[src/rtl/pds_pkg.sv]
package pds_pkg;
  localparam int NDOM      = 10;
  localparam int CMD_W     = 2 * NDOM;
  localparam int IDX_W     = 4;
  localparam int STA_W     = 32;
  localparam int STA_POS_W = 5;

  typedef enum logic [1:0] {
    ST_IDLE = 2'd0,
    ST_ARM  = 2'd1,
    ST_WAIT = 2'd2
  } pds_state_e;

  // Status bit position checked for each domain; the power engine fixes this map.
  function automatic logic [STA_POS_W-1:0] sta_pos(input int unsigned d);
    case (d)
      0:       return 5'd7;
      1:       return 5'd21;
      2:       return 5'd5;
      3:       return 5'd3;
      4:       return 5'd20;
      5:       return 5'd24;
      6:       return 5'd23;
      7:       return 5'd22;
      8:       return 5'd4;
      9:       return 5'd25;
      default: return 5'd0;
    endcase
  endfunction
endpackage

[src/rtl/pds_decode.sv]
module pds_decode
  import pds_pkg::*;
(
  input  logic [IDX_W-1:0]     dom,
  input  logic                 on,
  output logic                 in_range,
  output logic [CMD_W-1:0]     cmd,
  output logic [STA_POS_W-1:0] pos
);
  logic [NDOM-1:0] sel;

  for (genvar g = 0; g < NDOM; g++) begin : g_sel
    assign sel[g] = (dom == IDX_W'(g));
  end

  always_comb begin
    in_range = |sel;
    cmd      = '0;
    pos      = '0;
    for (int i = 0; i < NDOM; i++) begin
      if (sel[i]) begin
        if (on) cmd[i]      = 1'b1;
        else    cmd[i+NDOM] = 1'b1;
        pos = pos | sta_pos(i);
      end
    end
  end
endmodule

[src/rtl/pds_match.sv]
module pds_match
  import pds_pkg::*;
(
  input  logic [CMD_W-1:0]     ack,
  input  logic [CMD_W-1:0]     cmd,
  input  logic [STA_W-1:0]     pri,
  input  logic [STA_W-1:0]     sec,
  input  logic [STA_POS_W-1:0] pos,
  input  logic                 on,
  output logic                 hit
);
  logic echo_ok, pri_ok, sec_ok;

  always_comb begin
    echo_ok = |(ack & cmd);
    pri_ok  = (pri[pos] == on);
    sec_ok  = (sec[pos] == on);
    hit     = echo_ok && pri_ok && sec_ok;
  end
endmodule

[src/rtl/pds_poll_timer.sv]
module pds_poll_timer #(
  parameter int POLL_CYCLES = 1000,
  parameter int MAX_POLLS   = 10000
) (
  input  logic clk,
  input  logic rst_n,
  input  logic run,
  output logic tick,
  output logic last
);
  localparam int PRE_W = (POLL_CYCLES > 1) ? $clog2(POLL_CYCLES) : 1;
  localparam int CNT_W = $clog2(MAX_POLLS + 1);

  logic [PRE_W-1:0] pre_q;
  logic [CNT_W-1:0] polls_q;

  assign tick = run && (pre_q == PRE_W'(POLL_CYCLES - 1));
  assign last = (polls_q == CNT_W'(MAX_POLLS));

  always_ff @(posedge clk or negedge rst_n) begin
    if (!rst_n) begin
      pre_q   <= '0;
      polls_q <= '0;
    end else if (!run) begin
      pre_q   <= '0;
      polls_q <= '0;
    end else begin
      pre_q <= tick ? '0 : pre_q + 1'b1;
      if (tick && !last) polls_q <= polls_q + 1'b1;
    end
  end

  // failed-sample count never passes its limit
  a_r7_poll_bound: assert property (@(posedge clk) disable iff (!rst_n)
    polls_q <= CNT_W'(MAX_POLLS));
  // prescaler stays inside one poll interval
  a_r6_pre_bound: assert property (@(posedge clk) disable iff (!rst_n)
    pre_q <= PRE_W'(POLL_CYCLES - 1));
endmodule

[src/rtl/pwr_domain_seq.sv]
module pwr_domain_seq
  import pds_pkg::*;
#(
  parameter int POLL_CYCLES = 1000,
  parameter int MAX_POLLS   = 10000
) (
  input  logic             clk,
  input  logic             rst_n,
  input  logic             req_valid,
  output logic             req_ready,
  input  logic [3:0]       req_dom,
  input  logic             req_on,
  input  logic [19:0]      ack_vec,
  input  logic [31:0]      sta_pri,
  input  logic [31:0]      sta_sec,
  output logic [19:0]      cmd_vec,
  output logic             ctrl_en,
  output logic             done,
  output logic             err
);
  pds_state_e           state_q;
  logic [CMD_W-1:0]     cmd_q, pend_q;
  logic [STA_POS_W-1:0] pos_q;
  logic                 on_q, en_q, done_q, err_q;

  logic                 dec_ok;
  logic [CMD_W-1:0]     dec_cmd;
  logic [STA_POS_W-1:0] dec_pos;
  logic                 hit, tick, last, accept;

  pds_decode u_dec (
    .dom      (req_dom),
    .on       (req_on),
    .in_range (dec_ok),
    .cmd      (dec_cmd),
    .pos      (dec_pos)
  );

  pds_match u_match (
    .ack (ack_vec),
    .cmd (cmd_q),
    .pri (sta_pri),
    .sec (sta_sec),
    .pos (pos_q),
    .on  (on_q),
    .hit (hit)
  );

  pds_poll_timer #(
    .POLL_CYCLES (POLL_CYCLES),
    .MAX_POLLS   (MAX_POLLS)
  ) u_timer (
    .clk   (clk),
    .rst_n (rst_n),
    .run   (state_q == ST_WAIT),
    .tick  (tick),
    .last  (last)
  );

  assign req_ready = (state_q == ST_IDLE);
  assign accept    = req_valid && req_ready;

  always_ff @(posedge clk or negedge rst_n) begin
    if (!rst_n) begin
      state_q <= ST_IDLE;
      cmd_q   <= '0;
      pend_q  <= '0;
      pos_q   <= '0;
      on_q    <= 1'b0;
      en_q    <= 1'b0;
      done_q  <= 1'b0;
      err_q   <= 1'b0;
    end else begin
      done_q <= 1'b0;
      err_q  <= 1'b0;
      case (state_q)
        ST_IDLE: begin
          if (accept) begin
            if (dec_ok) begin
              pend_q  <= dec_cmd;
              pos_q   <= dec_pos;
              on_q    <= req_on;
              en_q    <= 1'b1;
              state_q <= ST_ARM;
            end else begin
              err_q <= 1'b1;
            end
          end
        end
        ST_ARM: begin
          cmd_q   <= pend_q;
          state_q <= ST_WAIT;
        end
        ST_WAIT: begin
          if (tick && (hit || last)) begin
            done_q  <= hit;
            err_q   <= !hit;
            cmd_q   <= '0;
            en_q    <= 1'b0;
            state_q <= ST_IDLE;
          end
        end
        default: state_q <= ST_IDLE;
      endcase
    end
  end

  assign cmd_vec = cmd_q;
  assign ctrl_en = en_q;
  assign done    = done_q;
  assign err     = err_q;

  // at most one command bit
  a_r2_cmd_onehot: assert property (@(posedge clk) disable iff (!rst_n)
    $onehot0(cmd_vec));
  // a command is never driven without the enable
  a_r3_cmd_needs_en: assert property (@(posedge clk) disable iff (!rst_n)
    (cmd_vec != '0) |-> ctrl_en);
  // enable already high the cycle before a command appears
  a_r3_en_first: assert property (@(posedge clk) disable iff (!rst_n)
    $rose(|cmd_vec) |-> $past(ctrl_en));
  // outcomes exclusive
  a_r8_exclusive: assert property (@(posedge clk) disable iff (!rst_n)
    !(done && err));
  // outcome cycle has command and enable cleared
  a_r8_clear: assert property (@(posedge clk) disable iff (!rst_n)
    (done || err) |-> (cmd_vec == '0 && !ctrl_en));
  // done lasts one cycle
  a_r8_done_pulse: assert property (@(posedge clk) disable iff (!rst_n)
    done |=> !done);
  // success only after the engine echoed the command
  a_r5_done_echo: assert property (@(posedge clk) disable iff (!rst_n)
    done |-> $past(|(ack_vec & cmd_vec)));
  // not ready while a request is in flight
  a_r1_busy: assert property (@(posedge clk) disable iff (!rst_n)
    ctrl_en |-> !req_ready);
endmodule

[config.mk]
export PLATFORM = sky130hd
export DESIGN_NAME = pwr_domain_seq
export DESIGN_NICKNAME = d
export VERILOG_FILES = /design/src/rtl/pds_pkg.sv /design/src/rtl/pds_decode.sv /design/src/rtl/pds_match.sv /design/src/rtl/pds_poll_timer.sv /design/src/rtl/pwr_domain_seq.sv
export SDC_FILE = /design/constraint.sdc
export NUM_CORES = 1
export LEC_CHECK = 0
export BUFFER_PORTS_ARGS = -buffer_cell sky130_fd_sc_hd__buf_2
export CAP_MARGIN = 20
export CORE_ASPECT_RATIO = 0.5
export CORE_UTILIZATION = 26
export CTS_CLUSTER_SIZE = 40
export DETAILED_ROUTE_END_ITERATION = 6
export SETUP_SLACK_MARGIN = 0.2
export SLEW_MARGIN = 30
export SYNTH_ARGS = -nofsm -noshare
export SYNTH_HDL_FRONTEND = slang
export SYNTH_SLANG_ARGS = --single-unit
export TNS_END_PERCENT = 5
[constraint.sdc]
create_clock -name clk -period 3.5 [get_ports clk]
set_input_delay 0 -clock clk [delete_from_list [all_inputs] [get_ports clk]]
set_output_delay 0 -clock clk [all_outputs]
set_load 0.01 [all_outputs]
# ---- Yosys cells after proc, flatten, opt, wreduce, memory -nomap -nowiden
# Index checks and enable logic that the tools add are counted.
dict set report classes {
  addsub 2
  magnitude_cmp 1
  eq_ne 19
  muxes 65
  n_reduce_logical 19
  bitwise 10
}
# cell n
set op_table {}
lappend op_table {{5-bit two-way mux} 18}
lappend op_table {{5-bit OR} 8}
lappend op_table {{20-bit case mux with 2 select lines} 1}
lappend op_table {{1-bit two-way mux} 32}
lappend op_table {{14-bit two-way mux} 2}
lappend op_table {{20-bit AND} 1}
lappend op_table {{10-bit two-way mux} 2}
lappend op_table {{20-bit two-way mux} 1}
lappend op_table {{20-bit OR reduction} 1}
lappend op_table {{4-bit by 3-bit equality test with 1-bit output, second input constant} 4}
lappend op_table {{14-bit by 1-bit adder with 14-bit output, second input constant} 1}
lappend op_table {{14-bit equality test, second input constant} 1}
lappend op_table {{10-bit by 1-bit adder with 10-bit output, second input constant} 1}
lappend op_table {{1-bit binary-select mux with 5-bit select} 2}
lappend op_table {{10-bit equality test, second input constant} 1}
lappend op_table {{10-bit OR reduction} 1}
lappend op_table {{4-bit by 2-bit equality test with 1-bit output, second input constant} 2}
lappend op_table {{4-bit equality test, second input constant} 2}
lappend op_table {{1-bit logical AND} 6}
lappend op_table {{5-bit by 6-bit less-than comparator with 1-bit output, second input constant} 1}
lappend op_table {{2-bit two-way mux} 3}
lappend op_table {{2-bit case mux with 3 select lines} 1}
lappend op_table {{3-bit AND reduction} 2}
lappend op_table {{3-bit by 5-bit OR with 5-bit output} 1}
lappend op_table {{other kinds (15)} 21}
dict set report totals {
  reg_bits 75
  out_inout_bits 24
}

# ---- Longest topological paths before layout
# Gate-level depths: netlist (run 1).
dict set report logic_depth {
  depth_word 20
  depth_mapped 11
}

# ---- Cells and area by module
# A second synthesis (run 1) with hierarchy kept.
dict set report hier_totals {
  cells_unflattened 443
  area_unflattened_um2 4458.0
}
# module cells_per_inst area_per_inst_um2 instances
set by_module_without_submodules {}
lappend by_module_without_submodules {pwr_domain_seq 161 2050.7 1}
lappend by_module_without_submodules {pds_poll_timer 145 1387.6 1}
lappend by_module_without_submodules {pds_match 91 735.7 1}
lappend by_module_without_submodules {pds_decode 46 284.0 1}

# ---- Worst setup path after synthesis (run 1)
# OpenSTA, ideal clock, no wires.
dict set report synth_timing {
  kind {reg-to-reg}
  startpoint {reg u_timer.pre_q[4]}
  endpoint {reg u_timer.polls_q[13]}
  stages_incl_launch_ff 11
  setup_time_ns 0.118
  path_buffers 2
  period_less_slack_ns 2.239
  required_ns 3.382
  arrival_ns 2.120
  path_slack_ns 1.261
  path_cell_list {dfrtp_1 > or3b_1 > or4_1 > buf_2 > nor2b_4 > buf_6 > and2_4 > and3_4 > nand4_2 > xor2_1 > nor2_1}
}
dict set report synth_via {
  elab_chain_cells 4
}
# element line
set synth_lines {}
lappend synth_lines {{start: declaration} pds_poll_timer.sv:14} ;# logic [PRE_W-1:0] pre_q;
lappend synth_lines {{start signal: assignment} pds_poll_timer.sv:28} ;# pre_q <= tick ? '0 : pre_q + 1'b1;
lappend synth_lines {{10-bit equality test} pds_poll_timer.sv:17} ;# assign tick = run && (pre_q == PRE_W'(POLL_CYCLES - 1));
lappend synth_lines {{1-bit logical AND} pds_poll_timer.sv:17}
lappend synth_lines {{1-bit logical AND} pds_poll_timer.sv:29} ;# if (tick && !last) polls_q <= polls_q + 1'b1;
lappend synth_lines {{2-bit inequality test (no source line)} n/a}
lappend synth_lines {{end signal: assignment} pds_poll_timer.sv:29}
lappend synth_lines {{end: declaration} pds_poll_timer.sv:15} ;# logic [CNT_W-1:0] polls_q;
# No other way between the ends.
# A chain may end at the register's enable or synchronous reset.

# ---- Worst setup path in the final report (run 1)
dict set report layout_timing {
  startpoint {reg pos_q[1]}
  endpoint {reg cmd_q[3] (netlist: cmd_vec[3])}
}
dict set report layout_via {
  elab_chain_cells 9
}
# element line
set layout_lines {}
lappend layout_lines {{start: declaration} pwr_domain_seq.sv:23} ;# logic [STA_POS_W-1:0] pos_q;
lappend layout_lines {{start signal: assignment} pwr_domain_seq.sv:81} ;# pos_q <= dec_pos;
lappend layout_lines {{1-bit binary-select mux with 5-bit select} pds_match.sv:16} ;# pri_ok = (pri[pos] == on);
lappend layout_lines {{1-bit two-way mux (implied by the code)} pds_match.sv:16}
lappend layout_lines {{1-bit equality test} pds_match.sv:16}
lappend layout_lines {{1-bit logical AND} pds_match.sv:18} ;# hit = echo_ok && pri_ok && sec_ok;
lappend layout_lines {{1-bit logical AND *} pds_match.sv:18}
lappend layout_lines {{1-bit logical OR *} pwr_domain_seq.sv:95} ;# if (tick && (hit || last)) begin
lappend layout_lines {{1-bit logical AND *} pwr_domain_seq.sv:95}
lappend layout_lines {{2-bit inequality test (no source line) *} n/a}
lappend layout_lines {{2-bit AND reduction (no source line) *} n/a}
lappend layout_lines {{end signal: assignment} pwr_domain_seq.sv:91} ;# cmd_q <= pend_q;
lappend layout_lines {{end: declaration} pwr_domain_seq.sv:22} ;# logic [CMD_W-1:0] cmd_q, pend_q;
# Every way passes the cells marked *; elsewhere a longest branch is shown, timed or not. The select of a mux whose other input is x is not followed.

==> results of run 1 <==
==> registers in the layout (all words and copies together), names as in the netlist <==
register         flops
cmd_vec             20
err                  1
u_timer.polls_q     14
pos_q                5
done                 1
u_timer.pre_q       10
on_q                 1
pend_q              20
state_q              2
ctrl_en              1
==> kinds of logic (layout without fill, tap and decap cells) <==
| family | count (synthesis) | in the layout |
|---|---|---|
| compound gates | 98 | 98 |
| mux | 34 | 34 |
| xor+xnor | 16 | 16 |
| flops | 75 | 75 |
| simple gates | 154 | 154 |
| fa+ha+maj | 3 | 3 |
| buf+inv | 50 | 165 |
==> final timing paths <==
kind	endpoint	slack [ns]	startpoint	cells past startpoint
max	cmd_vec[3]	0.89	pos_q[1]	9
max in group asynchronous	u_timer.polls_q[11]	2.60	rst_n	3
min	on_q	0.02	req_on	3
min in group asynchronous	cmd_vec[16]	0.20	rst_n	2
max reg2reg	cmd_vec[3]	0.89	pos_q[1]	9
min reg2reg	pend_q[5]	0.48	pend_q[5]	2
==> stage by stage <==
step	hold WS (ns)	area, µm²
after floorplan	-0.296	4030
after global placement	0.200	4780
after detailed placement	0.212	4780
after CTS	0.0101	5150
after global routing	0.0250	5150
final	0.0208	5150
==> cell type report <==
class | count | area (µm²) | area share, %
Tap cell | 198 | 248 | 4.81
Clock buffer | 10 | 239 | 4.64
Inverter | 26 | 97.6 | 1.90
Multi-Input combinational cell | 305 | 1930 | 37.5
Clock inverter | 6 | 113 | 2.19
Sequential cell | 75 | 1880 | 36.4
Timing Repair Buffer | 123 | 643 | 12.5
==> cells in the mapped netlist, types with 3 or more instances <==
cell / instances / area share [%]
dfrtp_1: 75 / 47
nand2_1: 68 / 6.3
mux2i_1: 32 / 8.0
o21ai_0: 30 / 3.7
inv_1: 25 / 2.3
nor2_1: 25 / 2.3
a21oi_1: 15 / 1.9
a22oi_1: 14 / 2.6
clkbuf_1: 12 / 1.1
nand3_1: 12 / 1.5
o31ai_1: 12 / 2.2
xor2_1: 10 / 2.2
nand2b_1: 8 / 1.2
a22o_1: 6 / 1.3
o41ai_1: 6 / 1.3
xnor2_1: 6 / 1.3
or3_1: 5 / 0.78
a221oi_1: 4 / 0.87
and3_1: 4 / 0.62
and3_2: 4 / 0.75
buf_2: 4 / 0.50
nor2b_1: 4 / 0.62
buf_1: 3 / 0.28
buf_4: 3 / 0.56
ha_1: 3 / 0.93
nand4_1: 3 / 0.47
o22ai_1: 3 / 0.47
==> metal layers <==
layer / track usage [%] / up-vias
met5: 0 / -
met3: 3.13 / 11
met2: 19.5 / 50
met1: 17.2 / 1688
met4: 3.92 / 0
li1: - / 1732
==> report_power, final <==
part	switching (mW)	total, mW	internal, mW
clock network	0.360	1.08	0.717
registers	0	0.867	0.867
logic	0.0623	0.120	0.0581
==> worst reg2reg max path, stage by stage, from the launching register on <==
cell and delay, ns:
dfrtp_1 0.34, buf_4 0.44, mux2i_1 0.32, a22oi_1 0.12, and4b_1 0.23, a211oi_1 0.23
nand4b_1 0.21, a41oi_1 0.23, buf_4 0.25, o21ai_0 0.12
==> timing repair <==
action	CTS	global route
hold endpoints to repair	42	0
setup buffers	0	0
hold buffers	2	0
==> metrics.yaml, run 1 <==
stdcell_count: 743
final_util_pct: 34.8
num_rows: 31
power.leakage_nw: 2.36
ys_seq_area_share_pct: 46.6
grt_max_degree: 46
ys.flop_type: "dfrtp_1"
syn_area_per_cell_um2: 9.37
cts-resized-gates: 0
final-hold-violation-count: 0
cap_violations: 0
crit_fanout: 32
antenna_left: 0
peakVddDrop_mv: 0.201
remaining_drc_errors: 0
critical_path_class: "reg -> reg"
p_per_area_nw_per_um2: 401
initial_core_util_pct: 27.3
cp.required_ns: 3.71
fin_crit_ns: 2.61
vias: 3481
setup_slack_ns: 0.894
muxShareOfSynthArea_pct: 8.51
grt_pass1_vias: 3281
mostFrequentLayoutCell: "buf_2"
min_period_over_period_pct: 74.5
slowest_delay_ns: 0.44
status: "complete, no violations"
path_clk_slew_ns: 0.06
core_area_um2: 14800
yosys.area_share.simple_pct: 19.2
fill_cells: 1533
grt_setup_unrepaired: "false"
relSlewSlack_pct: 58.3
diodes: 0
synth_compound_area_share_pct: 15.9
hp-class: "in -> reg"
synth_fa_ha_area_share_pct: 0.932
start_kind: "flop"
synth_cell_types: 54
slowest_stage: "buf_4"
skew_ns: 0.00721
portBuffers: 115
top_layer: "met4"
critPathTopFamily: "compound AO/OA/AOI/OAI gates"
clk_latency_ns: 0.34
layout_common_cells: "buf_2 (114), dfrtp_1 (75), nand2_1 (68), mux2i_1 (32), o21ai_0 (30)"
io_pins: 116
tightest_slew_ns: 0.624
worst_setup_path_end_kind: "flop"
cp_num_buf_inv: 2
die_x_um: 178
synth_top_family_by_area: "simple AND/OR/NAND/NOR gates"
drt-vias-per-instance: 4.69
drt_iter0_drc: 200
cts_inserted_buffers: 9
path_cells: "buf_4 -> mux2i_1 -> a22oi_1 -> and4b_1 -> a211oi_1 -> nand4b_1 -> a41oi_1 -> buf_4 -> o21ai_0"
syn_inst: 430
dp_cells: 725
synthArstFlopShare_pct: 100
die_area_um2: 16000
ys_ff_latch: 75
first_pass_iters: 7
total_power_mw: 2.06
overflow: 0
syn_area_um2: 4030
dp.final_hpwl_um: 7390
final.setup.tns_ns: 0
die_h_um: 90.0
grt_pass1_wl_um: 16300
antenna_found_initial: 0
synth-edff-count: 0
htree_levels: 3
clockRootBuffer: "clkbuf_16"
pre_cts_ws_ns: 0.885
met2_length_um: 4920
wire_per_inst_um: 13.4
crit_arrival_ns: 2.82
cpMostUsedCell: "buf_4"
area_growth_pct: 27.8
synth_nets: 525
grt_usage_pct: 12.6
drive_above_1_share_pct: 27.9
final-setup-viol-count: 0
place_congestion: 0.822
clkSinkCount: 75
wl_met1_um: 4640
synthXorXnorAreaFrac_pct: 3.48
yosysWarnings: 0
finalNetCount: 635
max_freq_ghz: 0.384
drt-total-wl_um: 9990
dr_wl_met3_um: 313
cts.path.max_buffers: 2
slew_viol_final: 0
tritoncts: "yes"
Power figures use the tool's default switching activity.
==> run 2: changes to the inputs <==
==> constraint.sdc (replaced) <==
create_clock -name clk -period 2.7 [get_ports clk]
set_input_delay 0 -clock clk [delete_from_list [all_inputs] [get_ports clk]]
set_output_delay 0 -clock clk [all_outputs]
set_load 0.01 [all_outputs]
==> metrics.yaml, run 2 (same netlist as run 1, synthesis figures left out) <==
io_pins: 116  # unchanged
area_growth_pct: 29.4
total_power_mw: 2.55  # +23%
initial_core_util_pct: 27.3  # unchanged
wire_per_inst_um: 13.5  # +0.39%
remaining_drc_errors: 0  # unchanged
relSlewSlack_pct: 71.3  # +13 points
fin_crit_ns: 2.37  # -0.240 ns
cap_violations: 0  # unchanged
dpl_cell_area_um2: 4820  # +1.0%
htree_levels: 3  # unchanged
slew_viol_final: 0  # unchanged
fill_cells: 1493  # -2.6%
crit_fanout: 20  # -38%
clockRootBuffer: "clkbuf_16"
slowest_delay_ns: 0.45  # about the same
start_kind: "flop"
place_congestion: 0.780  # -5.1%
hold_slack_ns: 0.0217  # +0.000906 ns
drive_above_1_share_pct: 29.1  # +1.2 points
overflow: 0  # unchanged
cts.path.max_buffers: 2  # unchanged
drt-vias-per-instance: 4.62  # -1.5%
status: "complete, no violations"
power.leakage_nw: 2.38  # +0.83%
drt-total-wl_um: 10100  # +1.1%
tritoncts: "yes"
core_area_um2: 14800  # unchanged
cts_inserted_buffers: 9  # unchanged
grt_setup_unrepaired: "true"
worst_setup_path_end_kind: "flop"
slowest_stage: "dfrtp_2"
first_pass_iters: 4  # -3
final_util_pct: 35.3  # +0.43 points
vias: 3453  # -0.80%
die_x_um: 178  # unchanged
cts_setup_buffers: 0  # unchanged
die_area_um2: 16000  # unchanged
die_h_um: 90.0  # unchanged
grt_pass1_wl_um: 16700  # +2.7%
peakVddDrop_mv: 0.251  # +25%
drt_iter0_drc: 192  # -4.0%
finalNetCount: 640  # +0.79%
mostFrequentLayoutCell: "buf_2"
grt_usage_pct: 13.0  # +0.37 points
final-setup-viol-count: 0  # unchanged
grt_max_degree: 47  # +2.2%
final-hold-violation-count: 0  # unchanged
skew_ns: 0.0104  # +0.00324 ns
dp.final_hpwl_um: 7460  # +0.97%
path_clk_slew_ns: 0.06  # about the same
portBuffers: 115  # unchanged
tightest_slew_ns: 0.431  # -0.193 ns
critical_path_class: "reg -> reg"
num_rows: 31  # unchanged
layout_common_cells: "buf_2 (115), dfrtp_1 (74), nand2_1 (68), mux2i_1 (32), o21ai_0 (30)"
clk_latency_ns: 0.33  # about the same
grt_pass1_vias: 3374  # +2.8%
path_cells: "buf_12 -> mux2i_1 -> a22oi_1 -> nand2_1 -> o22ai_1 -> a211oi_1 -> or3_1 -> a41oi_1 -> buf_6 -> o21ai_0"
clkSinkCount: 75  # unchanged
critPathTopFamily: "compound AO/OA/AOI/OAI gates"
antenna_found_initial: 0  # unchanged
diodes: 0  # unchanged
finalInstanceArea_um2: 5210  # +1.2%
cp_num_buf_inv: 2  # unchanged
cp.required_ns: 2.91  # -0.80 ns
hp-class: "in -> reg"
max_freq_ghz: 0.423  # +10%
antenna_left: 0  # unchanged
min_period_over_period_pct: 87.6  # +13 points
final.setup.tns_ns: 0  # unchanged
p_per_area_nw_per_um2: 488  # +22%
crit_arrival_ns: 2.57  # -0.25 ns
==> run 2: changes by cell type in the layout (fill, tap and decap cells not counted), moves of 2 or more <==
cell and change:
buf_12 +2, bufinv_16 -2, clkbuf_8 +2, nor2b_1 -2, nor2b_2 +2
==> run 2: path summary, 6_finish.rpt <==
path,startpoint,end,slack (ns),depth (start not counted)
worst min-delay path,req_on,on_q,0.02,3
max in group asynchronous,rst_n,pos_q[1],1.91,3
worst min register to register,pend_q[5],pend_q[5],0.47,2
worst max-delay path,pos_q[1],cmd_vec[1],0.33,10
worst max register to register,pos_q[1],cmd_vec[1],0.33,10
min in group asynchronous,rst_n,cmd_vec[12],0.11,2
==> run 2: final cells by class <==
type	instances	area (µm²)	share of cell area (%)
inverter	26	97.6	1.87
timing repair buffer	128	727	13.9
tap	198	248	4.75
multi-input combinational	305	1940	37.2
clock buffer	12	267	5.11
sequential	75	1880	36.0
clock inverter	4	56.3	1.08
==> run 2: repair_timing <==
| action | in CTS | in global routing |
|---|---|---|
| endpoints found under the setup margin | 0 | 21 |
| endpoints found under the hold margin | 65 | 0 |
| resized for setup | 0 | 5 |
| hold buffers | 3 | 0 |
==> run 2: routing by layer <==
layer | vias to the layer above | wire length (µm) | global-route usage (%)
met5 | - | 0 | 0
met4 | 0 | 102 | 4.27
met3 | 7 | 186 | 3.13
met2 | 24 | 4980 | 20.9
met1 | 1678 | 4830 | 17.0
li1 | 1744 | - | -
==> run 2: worst register-to-register path, cell delays in order (launching register included) <==
cell and delay (ns):
dfrtp_2 0.45, buf_12 0.18, mux2i_1 0.14, a22oi_1 0.19, nand2_1 0.08, o22ai_1 0.16
a211oi_1 0.08, or3_1 0.43, a41oi_1 0.22, buf_6 0.21, o21ai_0 0.10
==> run 2: power by group <==
part           leakage [nW]  total, mW  internal, mW  switching, mW
logic                  1.29      0.161        0.0790         0.0820
registers             0.922       1.12          1.12              0
clock network         0.159       1.26         0.797          0.463
total                  2.38       2.55          2.00          0.545
==> run 2: through the flow <==
step / worst slack, ns / cells
after floorplan: 0.461 / 430
after global placement: 0.343 / 728
after detailed placement: 0.269 / 728
after CTS: 0.258 / 747
after global routing: 0.186 / 748
final: 0.334 / 748
